`src/rtl/brx_pkg.sv`:
```
package brx_pkg;

    typedef enum logic [1:0] {
        BK_ALWAYS   = 2'd0,
        BK_LOOP     = 2'd1,
        BK_COND     = 2'd2,
        BK_INDIRECT = 2'd3
    } br_kind_e;

    typedef enum logic [1:0] {
        ST_READY = 2'd0,
        ST_HELD  = 2'd1,
        ST_REDIR = 2'd2
    } brx_state_e;

endpackage

```
`src/rtl/brx_cr_file.sv`:
```
module brx_cr_file #(
    parameter  int NFLD  = 8,
    parameter  int FW    = 4,
    localparam int FLD_W = $clog2(NFLD),
    localparam int CR_W  = NFLD * FW
) (
    input  logic             clk,
    input  logic             rst_n,
    input  logic             issue,
    input  logic [FLD_W-1:0] issue_fld,
    input  logic             wr,
    input  logic [FLD_W-1:0] wr_fld,
    input  logic [FW-1:0]    wr_data,
    output logic [CR_W-1:0]  cr_q,
    output logic [NFLD-1:0]  pend_q
);

    for (genvar f = 0; f < NFLD; f++) begin : g_fld
        logic [FW-1:0] val_q;
        logic          busy_q;

        always_ff @(posedge clk or negedge rst_n) begin
            if (!rst_n) begin
                val_q  <= '0;
                busy_q <= 1'b0;
            end else begin
                if (wr && (wr_fld == FLD_W'(f))) begin
                    val_q  <= wr_data;
                    busy_q <= 1'b0;
                end
                if (issue && (issue_fld == FLD_W'(f))) begin
                    busy_q <= 1'b1;
                end
            end
        end

        assign cr_q[f*FW +: FW] = val_q;
        assign pend_q[f]        = busy_q;
    end

    // an issued field is pending on the next cycle
    p_issue_marks_r6: assert property (@(posedge clk) disable iff (!rst_n)
        issue |=> pend_q[$past(issue_fld)]);

    // a written field (not re-issued) is valid and holds the data
    p_write_clears_r6: assert property (@(posedge clk) disable iff (!rst_n)
        (wr && !(issue && (issue_fld == wr_fld)))
        |=> (!pend_q[$past(wr_fld)] && (cr_q[$past(wr_fld)*FW +: FW] == $past(wr_data))));

endmodule

```
`src/rtl/brx_count_link.sv`:
```
module brx_count_link #(
    parameter int AW = 32
) (
    input  logic          clk,
    input  logic          rst_n,
    input  logic          ctr_ld,
    input  logic [AW-1:0] ctr_ld_data,
    input  logic          lr_ld,
    input  logic [AW-1:0] lr_ld_data,
    input  logic          dec_en,
    input  logic          link_en,
    input  logic [AW-1:0] link_val,
    output logic [AW-1:0] ctr_q,
    output logic [AW-1:0] lr_q
);

    always_ff @(posedge clk or negedge rst_n) begin
        if (!rst_n) begin
            ctr_q <= '0;
        end else if (ctr_ld) begin
            ctr_q <= ctr_ld_data;
        end else if (dec_en) begin
            ctr_q <= ctr_q - AW'(1);
        end
    end

    always_ff @(posedge clk or negedge rst_n) begin
        if (!rst_n) begin
            lr_q <= '0;
        end else if (lr_ld) begin
            lr_q <= lr_ld_data;
        end else if (link_en) begin
            lr_q <= link_val;
        end
    end

    // a decrementing branch lowers the count by exactly one
    p_count_step_r3: assert property (@(posedge clk) disable iff (!rst_n)
        (dec_en && !ctr_ld) |=> (ctr_q == $past(ctr_q) - AW'(1)));

    // a linking branch saves its return address
    p_link_save_r5: assert property (@(posedge clk) disable iff (!rst_n)
        (link_en && !lr_ld) |=> (lr_q == $past(link_val)));

endmodule

```
`src/rtl/brx_eval.sv`:
```
module brx_eval
    import brx_pkg::*;
#(
    parameter  int AW    = 32,
    parameter  int DW    = 24,
    parameter  int NFLD  = 8,
    parameter  int FW    = 4,
    localparam int CR_W  = NFLD * FW,
    localparam int SEL_W = $clog2(CR_W),
    localparam int BIT_W = $clog2(FW),
    localparam int SX_W  = AW - DW - 2
) (
    input  br_kind_e         kind,
    input  logic [AW-1:0]    pc,
    input  logic [DW-1:0]    disp,
    input  logic [SEL_W-1:0] sel,
    input  logic             want,
    input  logic             dec,
    input  logic             ind_ctr,
    input  logic [AW-1:0]    ctr_q,
    input  logic [AW-1:0]    lr_q,
    input  logic [CR_W-1:0]  cr_q,
    input  logic [NFLD-1:0]  pend_q,
    output logic             taken,
    output logic [AW-1:0]    target,
    output logic [AW-1:0]    seq_pc,
    output logic             is_cond,
    output logic             fld_pending,
    output logic             ctr_ok,
    output logic             dec_req
);

    logic [AW-1:0] rel_tgt;
    logic [AW-1:0] ind_src;
    logic [AW-1:0] ctr_next;
    logic          ctr_live;
    logic          cond_hit;

    assign rel_tgt     = pc + {{SX_W{disp[DW-1]}}, disp, 2'b00};
    assign ind_src     = ind_ctr ? ctr_q : lr_q;
    assign seq_pc      = pc + AW'(4);
    assign ctr_next    = ctr_q - AW'(1);
    assign ctr_live    = (ctr_next != '0);
    assign cond_hit    = (cr_q[sel] == want);
    assign fld_pending = pend_q[sel[SEL_W-1:BIT_W]];
    assign is_cond     = (kind == BK_COND);
    assign ctr_ok      = !dec || ctr_live;
    assign dec_req     = (kind == BK_LOOP) || ((kind == BK_COND) && dec);

    always_comb begin
        unique case (kind)
            BK_ALWAYS: begin
                taken  = 1'b1;
                target = rel_tgt;
            end
            BK_LOOP: begin
                taken  = ctr_live;
                target = rel_tgt;
            end
            BK_COND: begin
                taken  = cond_hit && ctr_ok;
                target = rel_tgt;
            end
            BK_INDIRECT: begin
                taken  = 1'b1;
                target = {ind_src[AW-1:2], 2'b00};
            end
            default: begin
                taken  = 1'b0;
                target = seq_pc;
            end
        endcase
    end

endmodule

```
`src/rtl/brx_ctrl.sv`:
```
module brx_ctrl
    import brx_pkg::*;
#(
    parameter  int AW    = 32,
    parameter  int NFLD  = 8,
    parameter  int FW    = 4,
    localparam int CR_W  = NFLD * FW,
    localparam int SEL_W = $clog2(CR_W),
    localparam int BIT_W = $clog2(FW)
) (
    input  logic             clk,
    input  logic             rst_n,
    input  logic             br_valid,
    input  logic             br_hint,
    input  logic             br_want,
    input  logic [SEL_W-1:0] br_sel,
    input  logic             is_cond,
    input  logic             fld_pending,
    input  logic             taken,
    input  logic             ctr_ok,
    input  logic [AW-1:0]    target,
    input  logic [AW-1:0]    seq_pc,
    input  logic [CR_W-1:0]  cr_q,
    input  logic [NFLD-1:0]  pend_q,
    output logic             br_ready,
    output logic             accept,
    output logic             res_valid,
    output logic             res_taken,
    output logic [AW-1:0]    res_pc,
    output logic             redirect,
    output logic [AW-1:0]    redirect_pc,
    output logic             redirect_reuse
);

    brx_state_e state_q, state_d;

    // parked conditional branch
    logic [SEL_W-1:0] h_sel_q;
    logic             h_want_q, h_hint_q, h_cok_q;
    logic [AW-1:0]    h_tgt_q, h_seq_q;
    logic             h_pend, h_taken;

    // redirect capture
    logic             park;
    logic             go_redir;
    logic [AW-1:0]    rpc_d, rpc_q;
    logic             reuse_d, reuse_q;

    assign h_pend  = pend_q[h_sel_q[SEL_W-1:BIT_W]];
    assign h_taken = h_cok_q && (cr_q[h_sel_q] == h_want_q);

    // state register
    always_ff @(posedge clk or negedge rst_n) begin
        if (!rst_n) begin
            state_q <= ST_READY;
        end else begin
            state_q <= state_d;
        end
    end

    // transitions
    always_comb begin
        state_d  = state_q;
        park     = 1'b0;
        go_redir = 1'b0;
        rpc_d    = rpc_q;
        reuse_d  = reuse_q;
        unique case (state_q)
            ST_READY: begin
                if (br_valid && is_cond) begin
                    if (fld_pending) begin
                        state_d = ST_HELD;           // park
                        park    = 1'b1;
                    end else if (taken != br_hint) begin
                        state_d  = ST_REDIR;         // mispredict
                        go_redir = 1'b1;
                        rpc_d    = taken ? target : seq_pc;
                        reuse_d  = br_hint && !taken;
                    end
                end
            end
            ST_HELD: begin
                if (!h_pend) begin
                    if (h_taken != h_hint_q) begin
                        state_d  = ST_REDIR;         // late-miss
                        go_redir = 1'b1;
                        rpc_d    = h_taken ? h_tgt_q : h_seq_q;
                        reuse_d  = h_hint_q && !h_taken;
                    end else begin
                        state_d = ST_READY;          // late-hit
                    end
                end
            end
            ST_REDIR: begin
                state_d = ST_READY;                  // flush-done
            end
            default: begin
                state_d = ST_READY;
            end
        endcase
    end

    // data registers for the parked branch and the redirect
    always_ff @(posedge clk or negedge rst_n) begin
        if (!rst_n) begin
            h_sel_q  <= '0;
            h_want_q <= 1'b0;
            h_hint_q <= 1'b0;
            h_cok_q  <= 1'b0;
            h_tgt_q  <= '0;
            h_seq_q  <= '0;
            rpc_q    <= '0;
            reuse_q  <= 1'b0;
        end else begin
            if (park) begin
                h_sel_q  <= br_sel;
                h_want_q <= br_want;
                h_hint_q <= br_hint;
                h_cok_q  <= ctr_ok;
                h_tgt_q  <= target;
                h_seq_q  <= seq_pc;
            end
            if (go_redir) begin
                rpc_q   <= rpc_d;
                reuse_q <= reuse_d;
            end
        end
    end

    // outputs
    always_comb begin
        br_ready       = 1'b0;
        res_valid      = 1'b0;
        res_taken      = 1'b0;
        res_pc         = '0;
        redirect       = 1'b0;
        redirect_pc    = rpc_q;
        redirect_reuse = reuse_q;
        unique case (state_q)
            ST_READY: begin
                br_ready = 1'b1;
                if (br_valid && !(is_cond && fld_pending)) begin
                    res_valid = 1'b1;
                    res_taken = taken;
                    res_pc    = taken ? target : seq_pc;
                end
            end
            ST_HELD: begin
                if (!h_pend) begin
                    res_valid = 1'b1;
                    res_taken = h_taken;
                    res_pc    = h_taken ? h_tgt_q : h_seq_q;
                end
            end
            ST_REDIR: begin
                redirect = 1'b1;
            end
            default: begin
                br_ready = 1'b0;
            end
        endcase
    end

    assign accept = br_ready && br_valid;

    // a resolved conditional outcome that differs from the hint redirects next cycle
    p_miss_redirects_r7: assert property (@(posedge clk) disable iff (!rst_n)
        (br_ready && br_valid && is_cond && !fld_pending && (taken != br_hint)) |=> redirect);

    // a resolved conditional outcome matching the hint never redirects
    p_hit_silent_r7: assert property (@(posedge clk) disable iff (!rst_n)
        (br_ready && br_valid && is_cond && !fld_pending && (taken == br_hint)) |=> !redirect);

    // redirect is a single-cycle pulse
    p_redirect_pulse_r8: assert property (@(posedge clk) disable iff (!rst_n)
        redirect |=> !redirect);

    // a parked branch whose hint holds returns to accepting branches
    p_late_hit_r9: assert property (@(posedge clk) disable iff (!rst_n)
        ((state_q == ST_HELD) && !h_pend && (h_taken == h_hint_q)) |=> (br_ready && !redirect));

    // a parked branch stays parked while its field is pending
    p_park_waits_r9: assert property (@(posedge clk) disable iff (!rst_n)
        ((state_q == ST_HELD) && h_pend) |=> (!br_ready && !redirect));

endmodule

```
`src/rtl/brx_unit.sv`:
```
module brx_unit
    import brx_pkg::*;
#(
    parameter  int AW    = 32,
    parameter  int DW    = 24,
    parameter  int NFLD  = 8,
    parameter  int FW    = 4,
    localparam int CR_W  = NFLD * FW,
    localparam int SEL_W = $clog2(CR_W),
    localparam int FLD_W = $clog2(NFLD)
) (
    input  logic             clk,
    input  logic             rst_n,
    input  logic             br_valid,
    input  logic [1:0]       br_kind,
    input  logic [AW-1:0]    br_pc,
    input  logic [DW-1:0]    br_disp,
    input  logic [SEL_W-1:0] br_sel,
    input  logic             br_want,
    input  logic             br_dec,
    input  logic             br_link,
    input  logic             br_hint,
    input  logic             br_ind_ctr,
    output logic             br_ready,
    output logic             res_valid,
    output logic             res_taken,
    output logic [AW-1:0]    res_pc,
    output logic             redirect,
    output logic [AW-1:0]    redirect_pc,
    output logic             redirect_reuse,
    input  logic             cmp_issue,
    input  logic [FLD_W-1:0] cmp_issue_fld,
    input  logic             cmp_wr,
    input  logic [FLD_W-1:0] cmp_wr_fld,
    input  logic [FW-1:0]    cmp_wr_data,
    input  logic             ctr_ld,
    input  logic [AW-1:0]    ctr_ld_data,
    input  logic             lr_ld,
    input  logic [AW-1:0]    lr_ld_data,
    output logic [AW-1:0]    ctr_q,
    output logic [AW-1:0]    lr_q,
    output logic [CR_W-1:0]  cr_q,
    output logic [NFLD-1:0]  cr_pend
);

    br_kind_e      kind;
    logic          taken, is_cond, fld_pending, ctr_ok, dec_req;
    logic [AW-1:0] target, seq_pc;
    logic          accept;
    logic          dec_en, link_en;

    assign kind = br_kind_e'(br_kind);

    brx_cr_file #(.NFLD(NFLD), .FW(FW)) u_cr (
        .clk       (clk),
        .rst_n     (rst_n),
        .issue     (cmp_issue),
        .issue_fld (cmp_issue_fld),
        .wr        (cmp_wr),
        .wr_fld    (cmp_wr_fld),
        .wr_data   (cmp_wr_data),
        .cr_q      (cr_q),
        .pend_q    (cr_pend)
    );

    brx_eval #(.AW(AW), .DW(DW), .NFLD(NFLD), .FW(FW)) u_eval (
        .kind        (kind),
        .pc          (br_pc),
        .disp        (br_disp),
        .sel         (br_sel),
        .want        (br_want),
        .dec         (br_dec),
        .ind_ctr     (br_ind_ctr),
        .ctr_q       (ctr_q),
        .lr_q        (lr_q),
        .cr_q        (cr_q),
        .pend_q      (cr_pend),
        .taken       (taken),
        .target      (target),
        .seq_pc      (seq_pc),
        .is_cond     (is_cond),
        .fld_pending (fld_pending),
        .ctr_ok      (ctr_ok),
        .dec_req     (dec_req)
    );

    brx_ctrl #(.AW(AW), .NFLD(NFLD), .FW(FW)) u_ctrl (
        .clk            (clk),
        .rst_n          (rst_n),
        .br_valid       (br_valid),
        .br_hint        (br_hint),
        .br_want        (br_want),
        .br_sel         (br_sel),
        .is_cond        (is_cond),
        .fld_pending    (fld_pending),
        .taken          (taken),
        .ctr_ok         (ctr_ok),
        .target         (target),
        .seq_pc         (seq_pc),
        .cr_q           (cr_q),
        .pend_q         (cr_pend),
        .br_ready       (br_ready),
        .accept         (accept),
        .res_valid      (res_valid),
        .res_taken      (res_taken),
        .res_pc         (res_pc),
        .redirect       (redirect),
        .redirect_pc    (redirect_pc),
        .redirect_reuse (redirect_reuse)
    );

    assign dec_en  = accept && dec_req;
    assign link_en = accept && br_link;

    brx_count_link #(.AW(AW)) u_regs (
        .clk         (clk),
        .rst_n       (rst_n),
        .ctr_ld      (ctr_ld),
        .ctr_ld_data (ctr_ld_data),
        .lr_ld       (lr_ld),
        .lr_ld_data  (lr_ld_data),
        .dec_en      (dec_en),
        .link_en     (link_en),
        .link_val    (seq_pc),
        .ctr_q       (ctr_q),
        .lr_q        (lr_q)
    );

    // nothing is accepted while a redirect flushes the front end
    p_flush_blocks_r10: assert property (@(posedge clk) disable iff (!rst_n)
        redirect |-> (!br_ready && !res_valid && !dec_en && !link_en));

    // an always-taken branch reports a taken result in its own cycle
    p_always_now_r2: assert property (@(posedge clk) disable iff (!rst_n)
        (br_ready && br_valid && (kind == BK_ALWAYS)) |-> (res_valid && res_taken));

endmodule

```
`config.mk`:
```
export PLATFORM = sky130hd
export DESIGN_NAME = brx_unit
export DESIGN_NICKNAME = d
export VERILOG_FILES = /design/src/rtl/brx_pkg.sv /design/src/rtl/brx_cr_file.sv /design/src/rtl/brx_count_link.sv /design/src/rtl/brx_eval.sv /design/src/rtl/brx_ctrl.sv /design/src/rtl/brx_unit.sv
export SDC_FILE = /design/constraint.sdc
export NUM_CORES = 1
export LEC_CHECK = 0
export ABC_AREA = 0
export BUFFER_PORTS_ARGS = -buffer_cell sky130_fd_sc_hd__buf_4
export CORE_UTILIZATION = 25
export CTS_CLUSTER_DIAMETER = 60
export DETAILED_ROUTE_END_ITERATION = 10
export PLACE_DENSITY = 0.44
export SLEW_MARGIN = 20
export SYNTH_ARGS = -nofsm -noshare
export SYNTH_HDL_FRONTEND = slang
export SYNTH_SLANG_ARGS = --single-unit
```
`constraint.sdc`:
```
create_clock -name clk -period 5.83 [get_ports clk]
set_input_delay 0 -clock clk [delete_from_list [all_inputs] [get_ports clk]]
set_output_delay 0 -clock clk [all_outputs]
set_load 0.01 [all_outputs]
```
After elaboration in Yosys (flattened, before gate mapping)

Cells that the tools add are included.

Output and inout port bits: 173
Memories: 0
Input port bits: 149
RAM bits: 0
Register bits: 211
Latch bits: 0
ROM bits: 0

Mux-type cells: 71
Shifts and indexed selects: 0
Magnitude comparators: 4
Reductions and logical operators: 53
Divide/modulo/power cells: 0
Add/sub/neg operators: 3
Eq/ne operators: 29
Bitwise operators: 0
Multiply operators: 0

Operator list:

| operator                                                    | number |
|---|---|
| two-way mux 32 bit                                          | 14 |
| case mux 32 bit (2 select lines)                            | 3 |
| two-way mux 1 bit                                           | 39 |
| adder 32 x 3 -> 32 bit (second input constant)              | 1 |
| adder 32 bit                                                | 1 |
| nonzero test 32 bit                                         | 1 |
| subtractor 32 x 1 -> 32 bit (second input constant)         | 1 |
| logical AND 1 bit                                           | 27 |
| equality test 3 bit (second input constant)                 | 8 |
| nonzero test 2 bit                                          | 11 |
| equality test 3 x 2 -> 1 bit (second input constant)        | 4 |
| less-than comparator 5 x 6 -> 1 bit (second input constant) | 2 |
| binary-select mux 1 bit (select 5 bit)                      | 2 |
| two-way mux 2 bit                                           | 5 |
| less-than comparator 3 x 4 -> 1 bit (second input constant) | 2 |
| case mux 1 bit (2 select lines)                             | 4 |
| AND reduction 7 bit                                         | 1 |
| binary-select mux 1 bit (select 3 bit)                      | 2 |
| equality test 2 bit (second input constant)                 | 3 |
| equality test 3 x 1 -> 1 bit (second input constant)        | 2 |
| zero test 3 bit                                             | 2 |
| != test 2 x 1 -> 1 bit (second input constant)              | 3 |
| equality test 2 x 1 -> 1 bit (second input constant)        | 2 |
| zero test 1 bit                                             | 4 |
| other kinds (11)                                            | 16 |

Longest topological paths before layout

Depth in word-level cells: 11
Mapped depth: 19

Cells and area by module

From an unflattened synthesis, not the netlist that was laid out.

Cells, all modules: 1664
Area total of the unflattened synthesis: 15538.7 µm²

By module, submodules not included:

| module         | sequential area each (µm²) | times used | area each (µm²) | cells each |
|---|---|---|---|---|
| brx_ctrl       | 2677.6                     | 1          | 6982.9          | 701 |
| brx_count_link | 1601.5                     | 1          | 3455.8          | 372 |
| brx_eval       | 0.0                        | 1          | 3454.6          | 484 |
| brx_cr_file    | 1001.0                     | 1          | 1632.8          | 105 |
| brx_unit       | 0.0                        | 1          | 12.5            | 2 |

Worst setup path after synthesis

OpenSTA, ideal clock, no wires.

Kind: reg2reg
From: register u_regs.ctr_q[0]
To: register u_ctrl.rpc_q[30], in the netlist u_ctrl.redirect_pc[30]
Library setup time: 0.126 ns
Arrival: 4.020 ns
Stages on the path, launching flop included: 19
Setup slack: 1.684 ns
Cell sequence: dfrtp_1 -> inv_1 -> ha_1 -> nor4b_2 -> nand3_1 -> nor3_1 -> xor2_1 -> nor4_2 -> nand4_1 -> o211a_1 -> buf_6 -> buf_4 -> inv_1 -> ha_1 -> nand4b_1 -> inv_1 -> nor2_1 -> clkbuf_1 -> a221o_1

Longest elaborated chain between the ends: 11

RTL lines:

| item                                 | line                 | source |
|---|---|---|
| start: declaration                   | brx_count_link.sv:13 | `output logic [AW-1:0] ctr_q,` |
| start signal: assignment             | brx_count_link.sv:21 | `ctr_q <= ctr_ld_data;` |
| start signal: assignment             | brx_count_link.sv:23 | `ctr_q <= ctr_q - AW'(1);` |
| subtractor 32 x 1 -> 32 bit *        | brx_eval.sv:42       | `assign ctr_next = ctr_q - AW'(1);` |
| nonzero test 32 bit *                | brx_eval.sv:43       | `assign ctr_live = (ctr_next != '0);` |
| logical OR 1 bit                     | brx_eval.sv:47       | `assign ctr_ok = !dec \|\| ctr_live;` |
| logical AND 1 bit                    | brx_eval.sv:61       | `taken = cond_hit && ctr_ok;` |
| case mux 1 bit (3 select lines) *    | brx_eval.sv:51       | `unique case (kind)` |
| != test 1 bit                        | brx_ctrl.sv:74       | `end else if (taken != br_hint) begin` |
| two-way mux 1 bit                    | brx_ctrl.sv:74       |  |
| two-way mux 1 bit                    | brx_ctrl.sv:71       | `if (fld_pending) begin` |
| two-way mux 1 bit                    | brx_ctrl.sv:70       | `if (br_valid && is_cond) begin` |
| case mux 1 bit (2 select lines)      | brx_ctrl.sv:68       | `unique case (state_q)` |
| AND reduction 7 bit (no source line) | -                    |  |
| end signal: assignment               | brx_ctrl.sv:124      | `rpc_q <= rpc_d;` |
| end: declaration                     | brx_ctrl.sv:46       | `logic [AW-1:0] rpc_d, rpc_q;` |

Mark *: on every way between the ends. The rest lies on a longest branch, timed or not. The select of a mux whose other input is x is not followed.
A chain may end at the register's enable or synchronous reset.

Final worst setup path

From: register u_regs.ctr_q[0]
To: register u_ctrl.rpc_q[0], in the netlist u_ctrl.redirect_pc[0]

The elaborated chain is that of the path after synthesis.

==> out/qor.yml <==
synthesis:
  synth_ff_type: "dfrtp_1"
  synthArstFlopShare: 1.00
  netlist_area_sq_um: 13700
  yosysUniqueCellTypes: 74
  syn_nets: 1619
  synth_edf_count: 0
  syn_avg_cell_area_sq_um: 9.56
  yosysWarnings: 0
  syn_inst: 1431
  ys_ff_latch: 211
  ys_seq_area_frac: 0.386
timing:
  fin_crit_ns: 4.70
  finClkSkew_ns: 0.0222
  max-slew-margin-rel: 0.237
  slew_violations: 0
  fmax_ghz: 0.213
  rsz0062_at_grt: "false"
  hold_viol: 0
  finalCritPeriodShare: 0.806
  finalSetupTns_ns: 0
  worst_pin_slew_ns: 1.14
  setup_viol: 0
layout:
  nFillCells: 5468
  final_layout_size_suffix_gt1_frac: 0.270
  area_growth_pct: 43.6
  final_core_util: 0.364
  fin_nets: 2092
  layout.cells.most_common_list: "331 x buf_4, 211 x dfrtp_1, 202 x dlygate4sd3_1, 198 x nand2_1, 134 x o21ai_0"
  final_common_cell: "buf_4"
die:
  initial_utilization: 0.254
  core_area_sq_um: 53900
  rows: 85
  die_width_microns: 236
  die_area_sq_um: 55700
  io_pins: 322
  die_h_microns: 236
clock_network:
  cts_made_buffers: 29
  clock_sinks: 211
  clock_latency_ns: 0.57
  cts_root_buffer: "clkbuf_16"
  path_clk_slew_ns: 0.06
  clockBufferDepth: 3
  cts_resized: 0
  ctsHoldBuffers: 202
  cts_setup_buffers: 0
  ctsHtreeMaxLevel: 1
  cts_tree: "done"
global_route:
  antenna_found_initial: 5
  globalRoute.busiestLayer: "met2"
  grt_max_degree: 108
  grt_use_met2: 0.339
  grt_pass1_wl_microns: 85400
  met3_usage: 0.0247
  use_met1: 0.267
  grt_pass1_vias: 13500
  overflow: 0
  grtUsageTotal: 0.201
critical_path:
  critical-path-max-stage-delay_ns: 0.50
  cp_slowest_cell: "nor4b_2"
  cp_max_fo: 20
  endpoint_kind: "flip-flop"
  critical_path_class: "flip-flop to flip-flop"
  cp-start-kind: "flip-flop"
  required_ns: 6.28
  rrSetupSlack_ns: 1.13
  path_cells: "inv_1 -> ha_1 -> nor4b_2 -> nand3_1 -> nor3_1 -> xor2_1 -> nor4_2 -> nand4_1 -> o211a_1 -> inv_1 -> ha_1 -> nand4b_1 -> inv_1 -> nor2_2 -> buf_4 -> inv_1 -> o22a_1"
  cp.arrival_ns: 5.15
  cpMostUsedCell: "inv_1"
drt:
  first_pass_iters: 5
  drcViolationCount: 0
  first_iter_violations: 899
  wire_per_inst_microns: 21.8
  drt-total-wl_microns: 57200
  vias: 13100
  vias_per_cell: 5.00
  ant_nets: 0
pwr:
  share_seq_of_total_power: 0.321
  comb_power_share: 0.442
  p_int_uw: 4510
  p_clk_frac: 0.238
  switching_share: 0.386
  p_leak_uw: 0.00877
  powerDensity_nw_per_um2: 375
  p_sw_uw: 2840
  ir_worst_vdd_uv: 401
place:
  gp_congestion: 0.900
  io_buffers: 321
  post-dp-hpwl_microns: 42900
outcome:
  status: "finished, final reports clean"
min_path:
  hold_path_class: "input port to flip-flop"
job:
  maxCapViolCount: 0
## worst max-delay path: cells and delay by family, from the launching register on
family,cells,cell delay [ns]
AND/OR/NAND/NOR,7,2.32
buffers and inverters,5,0.86
AO/OA/AOI/OAI,2,0.49
flip-flops,1,0.46
adder cells (fa/ha/maj),2,0.32
XOR/XNOR,1,0.11
## synthesized netlist by cell type, types with 28 or more instances
library cell,count,area (sq um)
a21oi_1,56,280
clkbuf_1,62,233
dfrtp_1,211,5280
ha_1,38,475
inv_1,33,124
mux2_2,84,946
mux2i_1,97,971
nand2_1,200,751
nand3_1,28,140
nor2_1,66,248
o21ai_0,134,671
o22ai_1,33,206
xnor2_1,45,394
xor2_1,36,315
## metrics by stage
step	worst slack [ns]	total power (uW)	std cells	hold WS (ns)	instance area, sq um
2_1_floorplan	1.68	4210	1431	-0.296	13700
3_3_place_gp	1.31	5520	2367	0.108	16700
3_5_place_dp	1.12	5550	2367	0.137	16700
4_1_cts	1.01	7470	2623	0.000262	19600
5_1_grt	0.712	7800	2628	0.0297	19600
6_report	1.13	7360	2628	0.0209	19600
## flip-flops by register name (all words and copies together), names as in the netlist, 2 cells and up
register / cells
u_ctrl.h_sel_q: 5
u_cr.g_fld.val_q: 32
u_regs.ctr_q: 32
u_cr.g_fld.busy_q: 8
u_ctrl.redirect_pc: 32
u_ctrl.h_seq_q: 32
u_regs.lr_q: 32
u_ctrl.state_q: 2
u_ctrl.h_tgt_q: 32
## power by group through the flow
stage | Combinational [uW] | Sequential, uW | Clock (uW)
finish | 3250 | 2360 | 1750
detailed placement | 3170 | 2380 | 0
floorplan | 1900 | 2300 | 0
CTS | 3310 | 2360 | 1800
global placement | 3140 | 2370 | 0
global route | 3510 | 2420 | 1860
## layer usage
metal / wire length [microns] / up-vias
met2: 28000 / 383
li1: - / 6174
met4: 1570 / 0
met1: 25100 / 6503
met5: 0 / -
met3: 2570 / 85
## cell families after synthesis
logic type      after synthesis  synth area share
simple gates                429             0.152
buf+inv                     126            0.0395
flops                       211             0.386
xor+xnor                     81            0.0519
compound gates              340             0.158
mux                         205             0.176
fa+ha+maj                    39            0.0362
## worst paths after layout
path | from | endpoint | cells after the start
max | u_regs.ctr_q[0] | u_ctrl.redirect_pc[0] | 17
min | lr_ld | u_regs.lr_q[5] | 2
max reg2reg | u_regs.ctr_q[0] | u_ctrl.redirect_pc[0] | 17
min reg2reg | u_ctrl.h_tgt_q[27] | u_ctrl.h_tgt_q[27] | 2
max in group asynchronous | rst_n | u_cr.g_fld[4].val_q[1] | 3
min in group asynchronous | rst_n | u_regs.lr_q[24] | 2
## final cells by class
class | count | area [sq um] | area share
Multi-Input combinational cell | 1094 | 7880 | 0.401
Sequential cell | 211 | 5280 | 0.269
Timing Repair Buffer | 534 | 4520 | 0.230
Tap cell | 696 | 871 | 0.0443
Clock buffer | 36 | 802 | 0.0408
Clock inverter | 18 | 145 | 0.00739
Inverter | 34 | 128 | 0.00650
Antenna cell | 5 | 12.5 | 0.000637
(Power assumes the default switching activity.)
